`src/rtl/csdm_pkg.sv`:
```
package csdm_pkg;

   localparam int MAXW = 63;
   localparam int MAXD = MAXW + 1;

   // Recodes c (n bits, unsigned) into non-adjacent signed digits.
   // Returns the mask of +1 digits, or of -1 digits when want_neg is set.
   function automatic logic [MAXD-1:0] csd_mask(input logic [MAXW-1:0] c,
                                               input int n,
                                               input bit want_neg);
      logic [MAXD-1:0] m;
      logic carry;
      logic cur;
      logic nxt;
      m = '0;
      carry = 1'b0;
      for (int i = 0; i <= n; i++) begin
         cur = (i < n) ? c[i] : 1'b0;
         nxt = (i + 1 < n) ? c[i+1] : 1'b0;
         if (cur ^ carry) begin
            if (nxt) begin
               if (want_neg) m[i] = 1'b1;
               carry = 1'b1;
            end else begin
               if (!want_neg) m[i] = 1'b1;
               carry = 1'b0;
            end
         end else begin
            carry = cur & carry;
         end
      end
      return m;
   endfunction

   // Value of a digit set given as plus and minus masks.
   function automatic longint csd_value(input logic [MAXD-1:0] p,
                                        input logic [MAXD-1:0] q);
      longint v;
      v = 0;
      for (int i = 0; i < MAXD; i++) begin
         if (p[i]) v = v + (longint'(1) << i);
         if (q[i]) v = v - (longint'(1) << i);
      end
      return v;
   endfunction

endpackage

```
`src/rtl/csdm_term.sv`:
```
module csdm_term #(
   parameter int IW    = 16,
   parameter int PW    = 29,
   parameter int SHIFT = 0,
   parameter bit NEG   = 1'b0
) (
   input  logic signed [IW-1:0] x,
   output logic signed [PW-1:0] term
);

   logic signed [PW-1:0] x_ext;
   logic signed [PW-1:0] x_shl;

   always_comb begin
      x_ext = PW'(x);
      x_shl = x_ext <<< SHIFT;
   end

   generate
      if (NEG) begin : g_sub
         assign term = -x_shl;
      end else begin : g_add
         assign term = x_shl;
      end
   endgenerate

endmodule

```
`src/rtl/csdm_chain.sv`:
```
module csdm_chain #(
   parameter int IW = 16,
   parameter int CW = 12,
   parameter int PW = IW + CW + 1,
   parameter logic [CW:0] POS_MASK = '0,
   parameter logic [CW:0] NEG_MASK = '0
) (
   input  logic signed [IW-1:0] x,
   output logic signed [PW-1:0] sum
);

   localparam int DW = CW + 1;

   logic signed [PW-1:0] part [DW+1];

   assign part[0] = '0;

   generate
      for (genvar g = 0; g < DW; g++) begin : g_digit
         if (POS_MASK[g] || NEG_MASK[g]) begin : g_nz
            logic signed [PW-1:0] t;
            csdm_term #(
               .IW(IW), .PW(PW), .SHIFT(g), .NEG(NEG_MASK[g])
            ) u_term (
               .x(x),
               .term(t)
            );
            assign part[g+1] = part[g] + t;
         end else begin : g_z
            assign part[g+1] = part[g];
         end
      end
   endgenerate

   assign sum = part[DW];

endmodule

```
`src/rtl/csdm_stage.sv`:
```
module csdm_stage #(
   parameter int PW = 29
) (
   input  logic          clk,
   input  logic          rst_n,
   input  logic          d_valid,
   input  logic [PW-1:0] d,
   output logic          q_valid,
   output logic [PW-1:0] q
);

   always_ff @(posedge clk or negedge rst_n) begin
      if (!rst_n) begin
         q_valid <= 1'b0;
         q       <= '0;
      end else begin
         q_valid <= d_valid;
         if (d_valid) q <= d;
      end
   end

endmodule

```
`src/rtl/csd_const_mult.sv`:
```
module csd_const_mult #(
   parameter int IW = 16,
   parameter int CW = 12,
   parameter logic [CW-1:0] COEFF = 12'd1775,
   parameter int PW = IW + CW + 1
) (
   input  logic          clk,
   input  logic          rst_n,
   input  logic          in_valid,
   input  logic [IW-1:0] in_sample,
   output logic          out_valid,
   output logic [PW-1:0] out_prod
);

   localparam int DW = CW + 1;
   localparam logic [csdm_pkg::MAXD-1:0] POS_FULL =
      csdm_pkg::csd_mask(csdm_pkg::MAXW'(COEFF), CW, 1'b0);
   localparam logic [csdm_pkg::MAXD-1:0] NEG_FULL =
      csdm_pkg::csd_mask(csdm_pkg::MAXW'(COEFF), CW, 1'b1);
   localparam logic [DW-1:0] POS = POS_FULL[DW-1:0];
   localparam logic [DW-1:0] NEG = NEG_FULL[DW-1:0];
   localparam int NZ = $countones(POS | NEG);

   generate
      if (IW < 2 || CW < 1 || CW > csdm_pkg::MAXW - 1)
         $error("csd_const_mult: IW or CW out of range");
      if (PW != IW + CW + 1)
         $error("csd_const_mult: PW must equal IW + CW + 1");
      if (csdm_pkg::csd_value(POS_FULL, NEG_FULL) != longint'(COEFF))
         $error("csd_const_mult: recoded digits do not sum to COEFF");
      if (((POS | NEG) & ((POS | NEG) >> 1)) != '0)
         $error("csd_const_mult: adjacent nonzero digits");
      if (NZ > (DW + 1) / 2)
         $error("csd_const_mult: digit density above one half");
   endgenerate

   logic signed [PW-1:0] prod_comb;

   generate
      if (COEFF == '0) begin : g_zero
         assign prod_comb = '0;
      end else begin : g_net
         csdm_chain #(
            .IW(IW), .CW(CW), .PW(PW), .POS_MASK(POS), .NEG_MASK(NEG)
         ) u_chain (
            .x($signed(in_sample)),
            .sum(prod_comb)
         );
      end
   endgenerate

   csdm_stage #(.PW(PW)) u_stage (
      .clk(clk),
      .rst_n(rst_n),
      .d_valid(in_valid),
      .d(prod_comb),
      .q_valid(out_valid),
      .q(out_prod)
   );

   // Behavioural reference product for the checks below.
   logic signed [PW-1:0] ref_in;
   logic signed [PW-1:0] ref_coeff;
   logic signed [PW-1:0] ref_prod;
   always_comb begin
      ref_in    = PW'($signed(in_sample));
      ref_coeff = $signed(PW'(COEFF));
      ref_prod  = ref_in * ref_coeff;
   end

   assert_product_R1: assert property (@(posedge clk) disable iff (!rst_n)
      in_valid |=> (out_prod == $past(ref_prod)));

   assert_valid_set_R2: assert property (@(posedge clk) disable iff (!rst_n)
      in_valid |=> out_valid);

   assert_valid_clr_R2: assert property (@(posedge clk) disable iff (!rst_n)
      !in_valid |=> !out_valid);

   assert_hold_R3: assert property (@(posedge clk) disable iff (!rst_n)
      !in_valid |=> $stable(out_prod));

   generate
      if (COEFF == '0) begin : g_zero_chk
         assert_zero_coeff_R5: assert property (@(posedge clk) disable iff (!rst_n)
            out_prod == '0);
      end
   endgenerate

endmodule

```
`config.mk`:
```
export PLATFORM = sky130hd
export DESIGN_NAME = csd_const_mult
export DESIGN_NICKNAME = d
export VERILOG_FILES = /design/src/rtl/csdm_pkg.sv /design/src/rtl/csdm_term.sv /design/src/rtl/csdm_chain.sv /design/src/rtl/csdm_stage.sv /design/src/rtl/csd_const_mult.sv
export SDC_FILE = /design/constraint.sdc
export NUM_CORES = 1
export LEC_CHECK = 0
export BUFFER_PORTS_ARGS = -buffer_cell sky130_fd_sc_hd__clkbuf_2
export CAP_MARGIN = 25
export CORE_MARGIN = 4
export CORE_UTILIZATION = 60
export CTS_BUF_LIST = sky130_fd_sc_hd__clkbuf_4
export DETAILED_ROUTE_END_ITERATION = 10
export GPL_TIMING_DRIVEN = 0
export PLACE_DENSITY_LB_ADDON = 0.12
export SLEW_MARGIN = 25
export SYNTH_ARGS = -nofsm -noshare
export SYNTH_HDL_FRONTEND = slang
export SYNTH_HIERARCHICAL = 1
export SYNTH_SLANG_ARGS = --single-unit
```
`constraint.sdc`:
```
create_clock -name clk -period 0.85 [get_ports clk]
set_input_delay 0.2125 -clock clk [delete_from_list [all_inputs] [get_ports clk]]
set_output_delay 0.2125 -clock clk [all_outputs]
set_load 0.02 [all_outputs]
```
==> summary.txt, run 1 <==
Status
  • Outcome: stopped before the end
  • Stop stage: global routing (5_1_grt)
  • First Error: [ERROR GRT-0232] Routing congestion too high. Check the congestion heatmap in the GUI.

CTS
  • Cts bufs inserted: 5
  • CTS sink cnt: 30
  • Htree depth: 2
  • CTS max path bufs: 2
  • Clk root buf: clkbuf_4

Placed design
  • Placed inst area: 0.006665 mm^2
  • Post-DP HPWL: 10260 um
  • RePlAce Congestion: 0.8653
  • Port bufs: 48

Floorplan
  • Num ports: between 40 and 50
  • DIE WIDTH: 106.0 um
  • Initial Utilization: between 60% and 70%
  • Vert. Die Dim: 106.0 um
  • Core Rows: 35

Logic synthesis
  • Top FF cell, synth: dfrtp_1
  • Synth warnings: 6
  • Fraction of synthesis flops using an asynchronous set or reset pin: 100.0%
  • Syn avg cell area: 8.373 um^2
  • Flops & latches, synth: 30
  • Sequential area share after synthesis: 13.03%
  • Synth top area cells: fa_1 19%, dfrtp_1 13%, inv_1 11%
  • Synth area leader: fa_1
  • Syn Std Cell Area: 0.005761 mm^2
  • Post-synthesis cell type count: 64
  • Post-synth EDFFs: 0
  • Synth top area share: 19.46%
  • Post-synthesis cell count: just under 700

STA
  • Last worst endpoint in the global-route repair_timing: u_stage/q[25]$_DFFE_PN0P_/D
  • Worst EP kind: register data pin

Global routing
  • Pin count of the biggest net entering global routing: 31
  • Tot GR Track Use: 89.10%
  • Grt ovf: about 700
[stage by stage]
stage	std cells	setup slack, ps
CTS	980	-3247
detailed placement	885	-3967
global placement	885	-3839
floorplan	708	-3278
[Yosys cell counts (all sizes together) (13+ instances only)]
cell / count
nand2: 32
a21oi: 33
mux2: 29
ha: 31
inv: 168
o21ai: 15
nor2: 46
buf: 51
nor3: 25
fa: 56
or3: 13
dfrtp: 30
xnor2: 45
xor2: 22
[per-layer routing]
| layer | global-route usage, % | GRT overflow |
|---|---|---|
| met3 | 61.26 | 4 |
| met4 | 100.6 | 146 |
| met5 | 11.43 | 0 |
| met1 | 83.83 | 2 |
| met2 | 117.9 | 538 |
[repair_timing]
action,in CTS
hold endpoints to repair,30
setup endpoints to repair,59
gates cloned,0
resized for setup,178
buffers inserted,90
pin swaps,81
[logic make-up after synthesis]
group,count (synthesis),synth area share (%)
buffers and inverters,220,17.66
AND/OR/NAND/NOR,161,15.14
AO/OA/AOI/OAI,90,11.10
adder cells (fa/ha/maj),87,26.19
XOR/XNOR,67,10.19
multiplexers,30,6.494
flip-flops,30,13.03
other,3,0.1955
==> run 2, diff against run 1 <==
CORE_UTILIZATION = 40   (was 60)
CTS_BUF_LIST = unset   (was sky130_fd_sc_hd__clkbuf_4)
PLACE_DENSITY_LB_ADDON = 0.15   (was 0.12)
==> summary.txt, run 2 <==
Status
  • Outcome: finished with violations
  • Failing checks: hold timing, setup timing

Detailed routing
  • DRT antenna net count: 0
  • Routed WL per cell: 14.64 um
  • DR pass1 iterations: 4
  • Iteration-0 DRC Markers: 237
  • Final WL: 15510 um
  • DR vias: slightly above 5000
  • # DRC: 0
  • Vias/cell: around 4.8

Finish
  • Antenna diodes: 0
  • Nets: between 900 and 1000
  • P&R area growth vs syn: 56.23%
  • Fin util: roughly 64%
  • Finished Layout Cells: 1059
  • Max reg flops: 29
  • Layout cells sized above 1: 48.69%
  • Final instance area: 0.009000 mm^2
  • Top Registers: u_stage/q (29), u_stage/q_valid (1)
  • Reg with most FFs: u_stage/q
  • Most frequent cells in the layout: 142 x inv_1, 142 x buf_4, 52 x fa_1

Global routing
  • Grt ovf: 0
  • First-pass GRT wire length: between 20000 and 25000 um
  • Tot GR Track Use: 18.14%
  • Number of global-route vias before repair: 5125
  • Initial antenna violation count: 0
  • Pin count of the biggest net entering global routing: 31

Floorplan
  • Vert. Die Dim: 128.0 um (+21%)
  • Core Rows: 43 (+23%)
  • Floorplan core area: 0.01399 mm^2
  • Initial Utilization: 41.18% (-21 points)
  • Die ar.: 0.01639 mm^2
  • Num ports: 49 (unchanged)
  • DIE WIDTH: 128.0 um (+21%)

STA
  • Post-route setup slack: -3459 ps
  • Setup repair after global routing missed its margin: yes
  • Final hold viol count: 7
  • Final worst path period share: 506.9%
  • FMAX: 232.1 MHz
  • WHS: -3.310 ps
  • Clock Skew: 0 ps
  • Min Tclk post-route: 4309 ps
  • Worst-margin pin slew: 732.7 ps
  • Final Max Tran Viols: 0
  • Max-slew headroom: 51.15%
  • Setup Viol. Count Final: 59

Placed design
  • Post-DP HPWL: 10810 um (+5.4%)
  • RePlAce Congestion: 0.8575 (-0.90%)
  • Placed Instances: 936 (+5.8%)
  • Port bufs: 48 (unchanged)
  • Placed inst area: 0.006729 mm^2 (+0.96%)

Setup path
  • FF-to-FF setup slack: -70 ps
  • Critical-path cell list: clkbuf_16, or4_4, or3_4, nor3_4, xnor2_1, inv_1, fa_2, fa_1, inv_2, ha_4, a21oi_4, nand3_2, o211a_1, a21boi_4, a2111oi_4, nor3b_2, mux2_4
  • Slowest CP cell: fa_1
  • Crit start category: input port
  • Crit path arrival time: between 4000 and 5000 ps
  • Critical Path Sink Type: flop
  • Crit Path Class: input port to flop
  • Worst R2R End: u_stage/q[12]$_DFFE_PN0P_
  • Max incr delay on CP: 530 ps
  • Register-to-Register Path Depth: 2
  • Worst R2R Start: u_stage/q[12]$_DFFE_PN0P_
  • Required time of the critical path: 1000 ps
  • Crit path max-delay family: simple AND/OR/NAND/NOR gates
  • Crit path max fanout: 5
  • Worst path buffer plus inverter count: 3
  • Critical Path Stages: 17

Logic synthesis
  • Post-synth top cells: 168 x inv_1, 56 x fa_1, 46 x nor2_1, 45 x xnor2_1, 44 x buf_4
  • Fraction of synthesis flops using an asynchronous set or reset pin: 100.0% (unchanged)
  • Synth top area share: 19.46% (unchanged)
  • Largest family of logic cells by synthesized area: adder cells
  • Flops & latches, synth: 30 (unchanged)
  • Synth area leader: fa_1
  • XOR/XNOR Fraction of Synth Area: 10.19% (unchanged)
  • Post-synthesis cell count: 688 (unchanged)
  • Synth top area cells: fa_1 19%, dfrtp_1 13%, inv_1 11%
  • Post-Synth Adder-Cell Area: 26.19% (unchanged)
  • Synth warnings: 6 (unchanged)
  • Post-synth EDFFs: 0 (unchanged)
  • Syn Std Cell Area: 0.005761 mm^2 (unchanged)
  • Syn avg cell area: 8.373 um^2 (unchanged)
  • Sequential area share after synthesis: 13.03% (unchanged)
  • Post-synthesis cell type count: 64 (unchanged)
  • Most common cell in the netlist: inv_1
  • Mux contribution to synthesized area: 6.494% (unchanged)
  • Post-synthesis compound-gate area fraction: 11.10% (unchanged)
  • Simple-Gate Fraction of Synth Area: 15.14% (unchanged)
  • Top FF cell, synth: dfrtp_1

CTS
  • Cts bufs inserted: 5 (unchanged)
  • CTS sink cnt: 30 (unchanged)
  • CTS max path bufs: 2 (unchanged)
  • Clk_lat worst skew: ~270 ps
  • TritonCTS clock tree: yes
  • Clk root buf: clkbuf_16
  • CTS clk-pin slew, worst paths: 50 ps
  • Htree depth: 2 (unchanged)
  • Hold-fix buffers at CTS: 0

Power
  • Leak pwr: 0.004286 uW
  • Peak supply drop: 1.152 mV
  • Pwr Density: 2560 mW/mm^2

Hold path
  • Hold WC Path Type: input port to async pin

Flow run
  • Max-Cap Viols: 0
run 2: final cells by class:
type | instances | area (um^2)
well taps | 180 | 225.2
plain buffers | 50 | 380.4
repair buffers | 166 | 1665
clock inverters | 1 | 30.03
inverters | 168 | 655.6
clock buffers | 6 | 138.9
flip-flops and latches | 30 | 750.7
multi-input cells | 458 | 5154
fillers | 1104 | 4989
run 2: cell families after synthesis:
logic type | after synthesis
muxes | 30
AOI/OAI and AO/OA | 90
adders and majority gates | 87
other | 3
DFF | 30
xor gates and xnor gates | 67
and+or+nand+nor | 161
buffers and inverters | 220
run 2: timing repair:
item                       in CTS  in global routing
pin swaps                      59                105
gates cloned                    0                  1
resized for setup             150                126
setup buffers                  72                 47
setup endpoints to repair      59                 59
run 2: worst max path at each step:
stage                                      endpoint          from
final                     u_stage/q[28]$_DFFE_PN0P_  in_sample[9]
after detailed placement  u_stage/q[28]$_DFFE_PN0P_  in_sample[0]
after floorplan           u_stage/q[28]$_DFFE_PN0P_  in_sample[8]
after global routing      u_stage/q[28]$_DFFE_PN0P_  in_sample[9]
after global placement    u_stage/q[28]$_DFFE_PN0P_  in_sample[0]
after CTS                 u_stage/q[27]$_DFFE_PN0P_  in_sample[8]
run 2: through the flow:
step	setup TNS (ps)	worst slack, ps	total power (uW)
2_1_floorplan	-69490	-3278	12050
3_3_place_gp	-86370	-3882	14630
3_5_place_dp	-87280	-3925	14860
4_1_cts	-77720	-3279	20320
5_1_grt	-82920	-3549	24620
6_report	-78730	-3459	23040
run 2: report_power, final:
part | switching [uW] | leakage, uW | internal, uW | total (uW)
Sequential | 527 | 0.000351 | 2170 | 2700
Clock | 567 | 0.0000829 | 1440 | 2010
Combinational | 8560 | 0.00385 | 9770 | 18300
Total | 9650 | 0.00429 | 13400 | 23000
run 2: per-layer routing:
layer | global-route usage [%] | vias to the layer above | routed length, um
li1 | - | 2495 | -
met1 | 26.09 | 2463 | 7270
met2 | 30.47 | 107 | 7549
met3 | 1.000 | 19 | 472
met4 | 3.558 | 0 | 212
met5 | 0 | - | 0
No activity file was read; power rests on OpenSTA's default activity.
==> run 3, diff against run 2 <==
--- a/config.mk
+++ b/config.mk
@@ -6,4 +6,5 @@
 export NUM_CORES = 1
 export LEC_CHECK = 0
+export ABC_AREA = 1
 export BUFFER_PORTS_ARGS = -buffer_cell sky130_fd_sc_hd__clkbuf_2
 export CAP_MARGIN = 25
==> constraint.sdc (replaced) <==
create_clock -name clk -period 0.85 [get_ports clk]
set_input_delay 0.2125 -clock clk [delete_from_list [all_inputs] [get_ports clk]]
set_output_delay 0.2125 -clock clk [all_outputs]
set_load 0.005 [all_outputs]
==> summary.txt, run 3 <==
Power
  • Switching power: 9810 uW (+1.6%)
  • Pint: 10790 uW (-19%)
  • Clock power share: 9.2% (+0.5 points)
  • Logic pwr share: 79.0% (-0.6 points)
  • Switching fraction of total power: 47.63% (+5.7 points)
  • Sequential power share: 11.8% (about the same)
  • Pwr Density: 2144 mW/mm^2 (-16%)
  • Peak supply drop: 1.802 mV (+56%)
  • Overall Power: 20600 uW (-11%)
  • Leak pwr: 0.005247 uW (+22%)

Detailed routing
  • Routed WL per cell: 11.97 um (-18%)
  • Vias/cell: 4.355 (-9.3%)
  • Iteration-0 DRC Markers: 255 (+7.6%)
  • # DRC: 0 (unchanged)
  • DR vias: 6337 (+25%)
  • DR pass1 iterations: 5 (+1)
  • DRT antenna net count: 0 (unchanged)
  • Final WL: 17410 um (+12%)

Placed design
  • RePlAce Congestion: 0.8637 (+0.72%)
  • Placed Instances: 1360 (+45%)
  • Post-DP HPWL: 13620 um (+26%)
  • Port bufs: 48 (unchanged)

CTS
  • Clk root buf: clkbuf_16
  • Htree depth: 2 (unchanged)
  • Clk_lat worst skew: 270 ps (about the same)
  • TritonCTS clock tree: yes
  • Cts bufs inserted: 5 (unchanged)
  • CTS max path bufs: 2 (unchanged)
  • CTS sink cnt: 30 (unchanged)
  • CTS clk-pin slew, worst paths: 50 ps (about the same)

Global routing
  • Initial antenna violation count: 0 (unchanged)
  • Pin count of the biggest net entering global routing: 31 (unchanged)
  • Number of global-route vias before repair: 6014 (+17%)
  • Tot GR Track Use: 18.75% (+0.61 points)
  • Grt ovf: 0 (unchanged)
  • First-pass GRT wire length: 28520 um (+15%)

Finish
  • Nets: 1340 (+36%)
  • Antenna diodes: 0 (unchanged)
  • Fillers: 1538 (+39%)
  • Finished Layout Cells: 1455 (+37%)
  • P&R area growth vs syn: 42.97%
  • Top Registers: u_stage/q (29), u_stage/q_valid (1)
  • Fin util: 58.12% (-6.2 points)
  • Most frequent cells in the layout: 265 x nand2_1, 226 x inv_1, 120 x buf_4
  • Commonest non-fill, non-tap cell in the layout: nand2_1
  • Layout cells sized above 1: 40.08% (-8.6 points)
  • Reg with most FFs: u_stage/q
  • Max reg flops: 29 (unchanged)

Setup path
  • Required time of the critical path: 1020 ps (+20 ps)
  • Crit path max-delay family: simple AND/OR/NAND/NOR gates
  • Slowest CP cell: fa_1
  • Critical-path cell list: buf_8, nor2_4, nand2_2, nor2_4, buf_6, nand2_4, nand2_4, buf_12, inv_1, inv_2, fa_1, fa_1, inv_2, ha_4, nand2_2, nor2_4, inv_1, nor3_2, nand3_2, nand4_1, nand2_1, nand2_1, nand2_1
  • Crit path launch: in_sample[3]
  • Max incr delay on CP: 540 ps (about the same)
  • Crit Path Class: input port to flop
  • Worst R2R Start: u_stage/q[22]$_DFFE_PN0P_
  • Critical Path Sink Type: flop
  • Worst path buffer plus inverter count: 7 (+4)
  • Crit path max fanout: 10 (+5)
  • Crit path arrival time: 3340 ps (-1120 ps)
  • Crit start category: input port

Logic synthesis
  • Synth top area cells: nand2_1 18%, fa_1 17%, inv_1 16%
  • Synth area leader: nand2_1
  • Synth top area share: 18.50% (-0.97 points)
  • Post-synth EDFFs: 0 (unchanged)
  • Post-synth top cells: 331 x nand2_1, 280 x inv_1, 71 x nor2_1, 56 x fa_1, 46 x buf_4
  • Synth warnings: 6 (unchanged)
  • Fraction of synthesis flops using an asynchronous set or reset pin: 100.0% (unchanged)
  • Top FF cell, synth: dfrtp_1
  • Flops & latches, synth: 30 (unchanged)
  • Most common cell in the netlist: nand2_1
  • Syn Std Cell Area: 0.006718 mm^2 (+17%)
  • Syn avg cell area: 6.267 um^2 (-25%)
  • Post-synthesis cell type count: 34 (-47%)
  • Post-synthesis cell count: 1072 (+56%)
  • Sequential area share after synthesis: 11.18% (-1.9 points)

STA
  • Clock Skew: 0 ps (unchanged)
  • WHS: -22.51 ps (-19.20 ps)
  • Worst-margin pin slew: 699.2 ps (-33.46 ps)
  • Final hold viol count: 30 (+23)
  • Setup Viol. Count Final: 59 (unchanged)
  • Setup repair after global routing missed its margin: yes
  • Final worst path period share: 373.1% (-130 points)
  • Setup TNS: -60000 ps (+18730 ps)
  • Final Max Tran Viols: 0 (unchanged)
  • FMAX: 315.4 MHz (+36%)
  • Post-route setup slack: -2321 ps (+1138 ps)
  • Max-slew headroom: 53.38% (+2.2 points)
  • Min Tclk post-route: 3171 ps (-1138 ps)

Floorplan
  • Die ar.: 0.01893 mm^2 (+16%)
  • Num ports: 49 (unchanged)
  • Core Rows: 47 (+9.3%)
  • Initial Utilization: 40.65% (-0.53 points)
  • Floorplan core area: 0.01652 mm^2 (+18%)
  • Vert. Die Dim: 137.6 um (+7.5%)
  • DIE WIDTH: 137.6 um (+7.5%)

Flow run
  • Max-Cap Viols: 0 (unchanged)

Hold path
  • Hold WC Path Type: input port to async pin

Status
  • Outcome: finished with violations
  • Failing checks: hold timing, setup timing
[run 3: metal layers]
layer,global-route usage [%],wire (um),vias up
li1,-,-,3346
met1,25.38,8023,2837
met2,32.65,8289,131
met3,1.242,740,23
met4,4.490,359,0
met5,0,0,-
[run 3: kinds of logic (layout without fill, tap and decap cells)]
| family | Yosys count | count (layout) | synth area share (%) |
|---|---|---|---|
| and+or+nand+nor | 537 | 537 | 36.30 |
| xor gates and xnor gates | 41 | 41 | 5.346 |
| DFF | 30 | 30 | 11.18 |
| AOI/OAI and AO/OA | 36 | 36 | 2.812 |
| adders and majority gates | 87 | 87 | 22.46 |
| other | 3 | 23 | 0.1676 |
| buffers and inverters | 338 | 481 | 21.74 |
[run 3: timing repair]
item | CTS | global route
pin swaps | 88 | 113
endpoints found under the hold margin | 5 | 0
setup endpoints to repair | 59 | 59
setup buffers | 61 | 27
resized for setup | 131 | 111
[run 3: final timing paths]
path                                             endpoint  slack (ps)  cells after the start
worst min register to register  u_stage/q[24]$_DFFE_PN0P_         470                      2
worst max register to register  u_stage/q[22]$_DFFE_PN0P_          10                      4
worst max-delay path            u_stage/q[23]$_DFFE_PN0P_       -2320                     23
worst min-delay path             u_stage/q[3]$_DFFE_PN0P_         -20                      1
min in group clk                u_stage/q_valid$_DFF_PN0_         100                      1
max in group asynchronous       u_stage/q[28]$_DFFE_PN0P_         420                      1
[run 3: stage by stage]
step / setup slack [ps] / cell area, um^2
after global placement: -2903 / 7895
after detailed placement: -2937 / 7895
after floorplan: -2088 / 7380
after CTS: -2275 / 9032
final: -2321 / 9604
after global routing: -2482 / 9604
[run 3: layout make-up]
type | instances | area [um^2] | area share, %
sequential | 30 | 750.7 | 7.817
tap | 220 | 275.3 | 2.866
inverter | 287 | 1145 | 11.92
multi-input combinational | 724 | 5749 | 59.86
clock buffer | 8 | 166.4 | 1.733
timing repair buffer | 135 | 1125 | 11.71
buffer | 51 | 392.9 | 4.091
[run 3: power by group through the flow]
stage	registers [uW]	clock network, uW	logic [uW]
6_report	2430	1900	16300
4_1_cts	2430	1950	14400
3_5_place_dp	2470	0	12100
3_3_place_gp	2440	0	11900
5_1_grt	2530	1990	18100
2_1_floorplan	2520	0	9100
==> run 4, diff against run 3 <==
PLACE_DENSITY_LB_ADDON = 0.05   (was 0.15)
==> summary.txt, run 4 (synthesis gave the netlist of run 3 again) <==
CTS
  • TritonCTS clock tree: yes
  • Hold-fix buffers at CTS: 0
  • Clk root buf: clkbuf_16
  • Cts bufs inserted: 5 (unchanged)
  • CTS max path bufs: 2 (unchanged)
  • CTS clk-pin slew, worst paths: 40 ps (about the same)
  • Clk_lat worst skew: 270 ps (about the same)
  • Htree depth: 2 (unchanged)
  • CTS sink cnt: 30 (unchanged)

Finish
  • Layout cells sized above 1: 37.38% (-2.7 points)
  • P&R area growth vs syn: 39.28%
  • Top Registers: u_stage/q (29), u_stage/q_valid (1)
  • Reg with most FFs: u_stage/q
  • Fillers: 1657 (+7.7%)
  • Most frequent cells in the layout: 280 x nand2_1, 234 x inv_1, 122 x buf_4
  • Max reg flops: 29 (unchanged)
  • Antenna diodes: 0 (unchanged)
  • Commonest non-fill, non-tap cell in the layout: nand2_1
  • Nets: 1334 (-0.45%)

Power
  • Pwr Density: 2107 mW/mm^2 (-1.7%)
  • Logic pwr share: 79.6% (+0.6 points)
  • Leak pwr: 0.005140 uW (-2.1%)
  • Clock power share: 8.0% (-1.2 points)
  • Overall Power: 19720 uW (-4.3%)
  • Sequential power share: 12.3% (+0.5 points)
  • Peak supply drop: 1.511 mV (-16%)
  • Pint: 10250 uW (-4.9%)
  • Switching power: 9463 uW (-3.5%)
  • Switching fraction of total power: 47.99% (+0.36 points)

Placed design
  • Post-place setup slack: -2944 ps (-6.600 ps)
  • RePlAce Congestion: 0.8565 (-0.83%)
  • Port bufs: 48 (unchanged)
  • Post-DP HPWL: 13790 um (+1.2%)

Global routing
  • Number of global-route vias before repair: 5953 (-1.0%)
  • First-pass GRT wire length: 28590 um (+0.24%)
  • Pin count of the biggest net entering global routing: 31 (unchanged)
  • Initial antenna violation count: 0 (unchanged)
  • Grt ovf: 0 (unchanged)
  • Tot GR Track Use: 18.88% (+0.13 points)

STA
  • Final Max Tran Viols: 0 (unchanged)
  • Min Tclk post-route: 3175 ps (+4.060 ps)
  • Setup repair after global routing missed its margin: yes
  • Max-slew headroom: 51.46% (-1.9 points)
  • Setup Viol. Count Final: 59 (unchanged)
  • Post-route setup slack: -2325 ps (-4.060 ps)
  • Worst-margin pin slew: 728.0 ps (+28.80 ps)
  • Clock Skew: 0 ps (unchanged)
  • Setup TNS: -60250 ps (-248.7 ps)
  • WHS: -4.214 ps (+18.29 ps)
  • Final hold viol count: 6 (-80%)
  • Final worst path period share: 373.5% (+0.48 points)
  • FMAX: 315.0 MHz (-0.13%)

Floorplan
  • Core Rows: 47 (unchanged)
  • Initial Utilization: 40.65% (unchanged)
  • Num ports: 49 (unchanged)
  • Die ar.: 0.01893 mm^2 (unchanged)
  • Floorplan core area: 0.01652 mm^2 (unchanged)
  • Vert. Die Dim: 137.6 um (unchanged)
  • DIE WIDTH: 137.6 um (unchanged)

Setup path
  • Crit path max fanout: 7 (-3)
  • Critical-path cell list: clkbuf_16, nor2_4, nand2_2, nor2_4, buf_4, xnor2_1, inv_1, fa_1, fa_1, inv_2, ha_4, nand2_1, nand2_2, nand2_1, nand2_1, nand3b_1, buf_4, xor2_1, nand2_1, nand2_1
  • CP dominant cell by count: nand2_1
  • Worst R2R Start: u_stage/q[13]$_DFFE_PN0P_
  • Max incr delay on CP: 530 ps (about the same)
  • Worst path buffer plus inverter count: 5 (-2)
  • Critical Path Sink Type: flop
  • Crit path arrival time: 3330 ps (about the same)
  • Crit path max-delay family: adder cells
  • Required time of the critical path: 1010 ps (about the same)
  • Crit Path Class: input port to flop
  • Slowest CP cell: fa_1
  • Crit path launch: in_sample[1]
  • Crit start category: input port

Status
  • Outcome: finished with violations
  • Failing checks: hold timing, setup timing

Detailed routing
  • DRT antenna net count: 0 (unchanged)
  • DR vias: 6286 (-0.80%)
  • DR pass1 iterations: 4 (-1)
  • Vias/cell: 4.341 (-0.33%)
  • Final WL: 17160 um (-1.5%)
  • Routed WL per cell: 11.85 um (-0.98%)
  • Iteration-0 DRC Markers: 164 (-36%)
  • # DRC: 0 (unchanged)

Hold path
  • Hold WC Path Type: input port to async pin

Flow run
  • Max-Cap Viols: 0 (unchanged)
## run 4: cell count changes in the layout (fill, tap and decap cells not counted), moves of 3 or more
cell      previous run  this run
nor2_4              42        36
nand3_1             36        39
buf_6               17        10
nand2_2             64        56
inv_1              226       234
nor2_2              22        29
nand2_1            265       280
nand2_4             30        21
inv_2               52        46
clkbuf_8             7         4
## run 4: layer usage
layer  wire [um]  share of wire, %  up-vias  track usage (%)
li1            -                 -     3334                -
met1        8318                48     2801            25.87
met2        7937                46      120            32.24
met3         478               2.8       31           0.6939
met4         425               2.5        0            5.931
met5           0                 0        -                0
## run 4: stage by stage
step                      cell area, um^2  utilization, %  cells
after floorplan                      7380               -   1092
after global placement               7895           47.78   1360
after detailed placement             7895           47.78   1360
after CTS                            8880           53.74   1418
after global routing                 9356           56.62   1448
final                                9356           56.62   1448
## run 4: path summary, 6_finish.rpt
path	end	slack (ps)	depth (start not counted)
max reg2reg	u_stage/q[13]$_DFFE_PN0P_	0	4
min reg2reg	u_stage/q[27]$_DFFE_PN0P_	470	2
max	u_stage/q[10]$_DFFE_PN0P_	-2330	20
min in group clk	u_stage/q_valid$_DFF_PN0_	110	1
max in group asynchronous	u_stage/q[23]$_DFFE_PN0P_	380	1
min	u_stage/q[3]$_DFFE_PN0P_	-4	1
## run 4: repair_timing
item | in CTS | in global routing
gates resized for setup | 112 | 82
pin swaps | 78 | 74
endpoints found under the setup margin | 59 | 59
buffers inserted | 51 | 30
## run 4: area by class of cell
| cell class | count | area [um^2] | area share, % |
|---|---|---|---|
| Timing Repair Buffer | 129 | 1049 | 11.21 |
| Clock buffer | 7 | 132.6 | 1.417 |
| Sequential cell | 30 | 750.7 | 8.024 |
| Multi-Input combinational cell | 724 | 5627 | 60.14 |
| Tap cell | 220 | 275.3 | 2.942 |
| Inverter | 287 | 1130 | 12.08 |
| Buffer | 51 | 392.9 | 4.199 |
## run 4: power groups by stage
| stage | logic (uW) | registers, uW | clock network, uW |
|---|---|---|---|
| 2_1_floorplan | 9100 | 2520 | 0 |
| 3_3_place_gp | 12000 | 2440 | 0 |
| 3_5_place_dp | 12100 | 2470 | 0 |
| 4_1_cts | 14200 | 2430 | 1640 |
| 5_1_grt | 17500 | 2510 | 1690 |
| 6_report | 15700 | 2430 | 1580 |
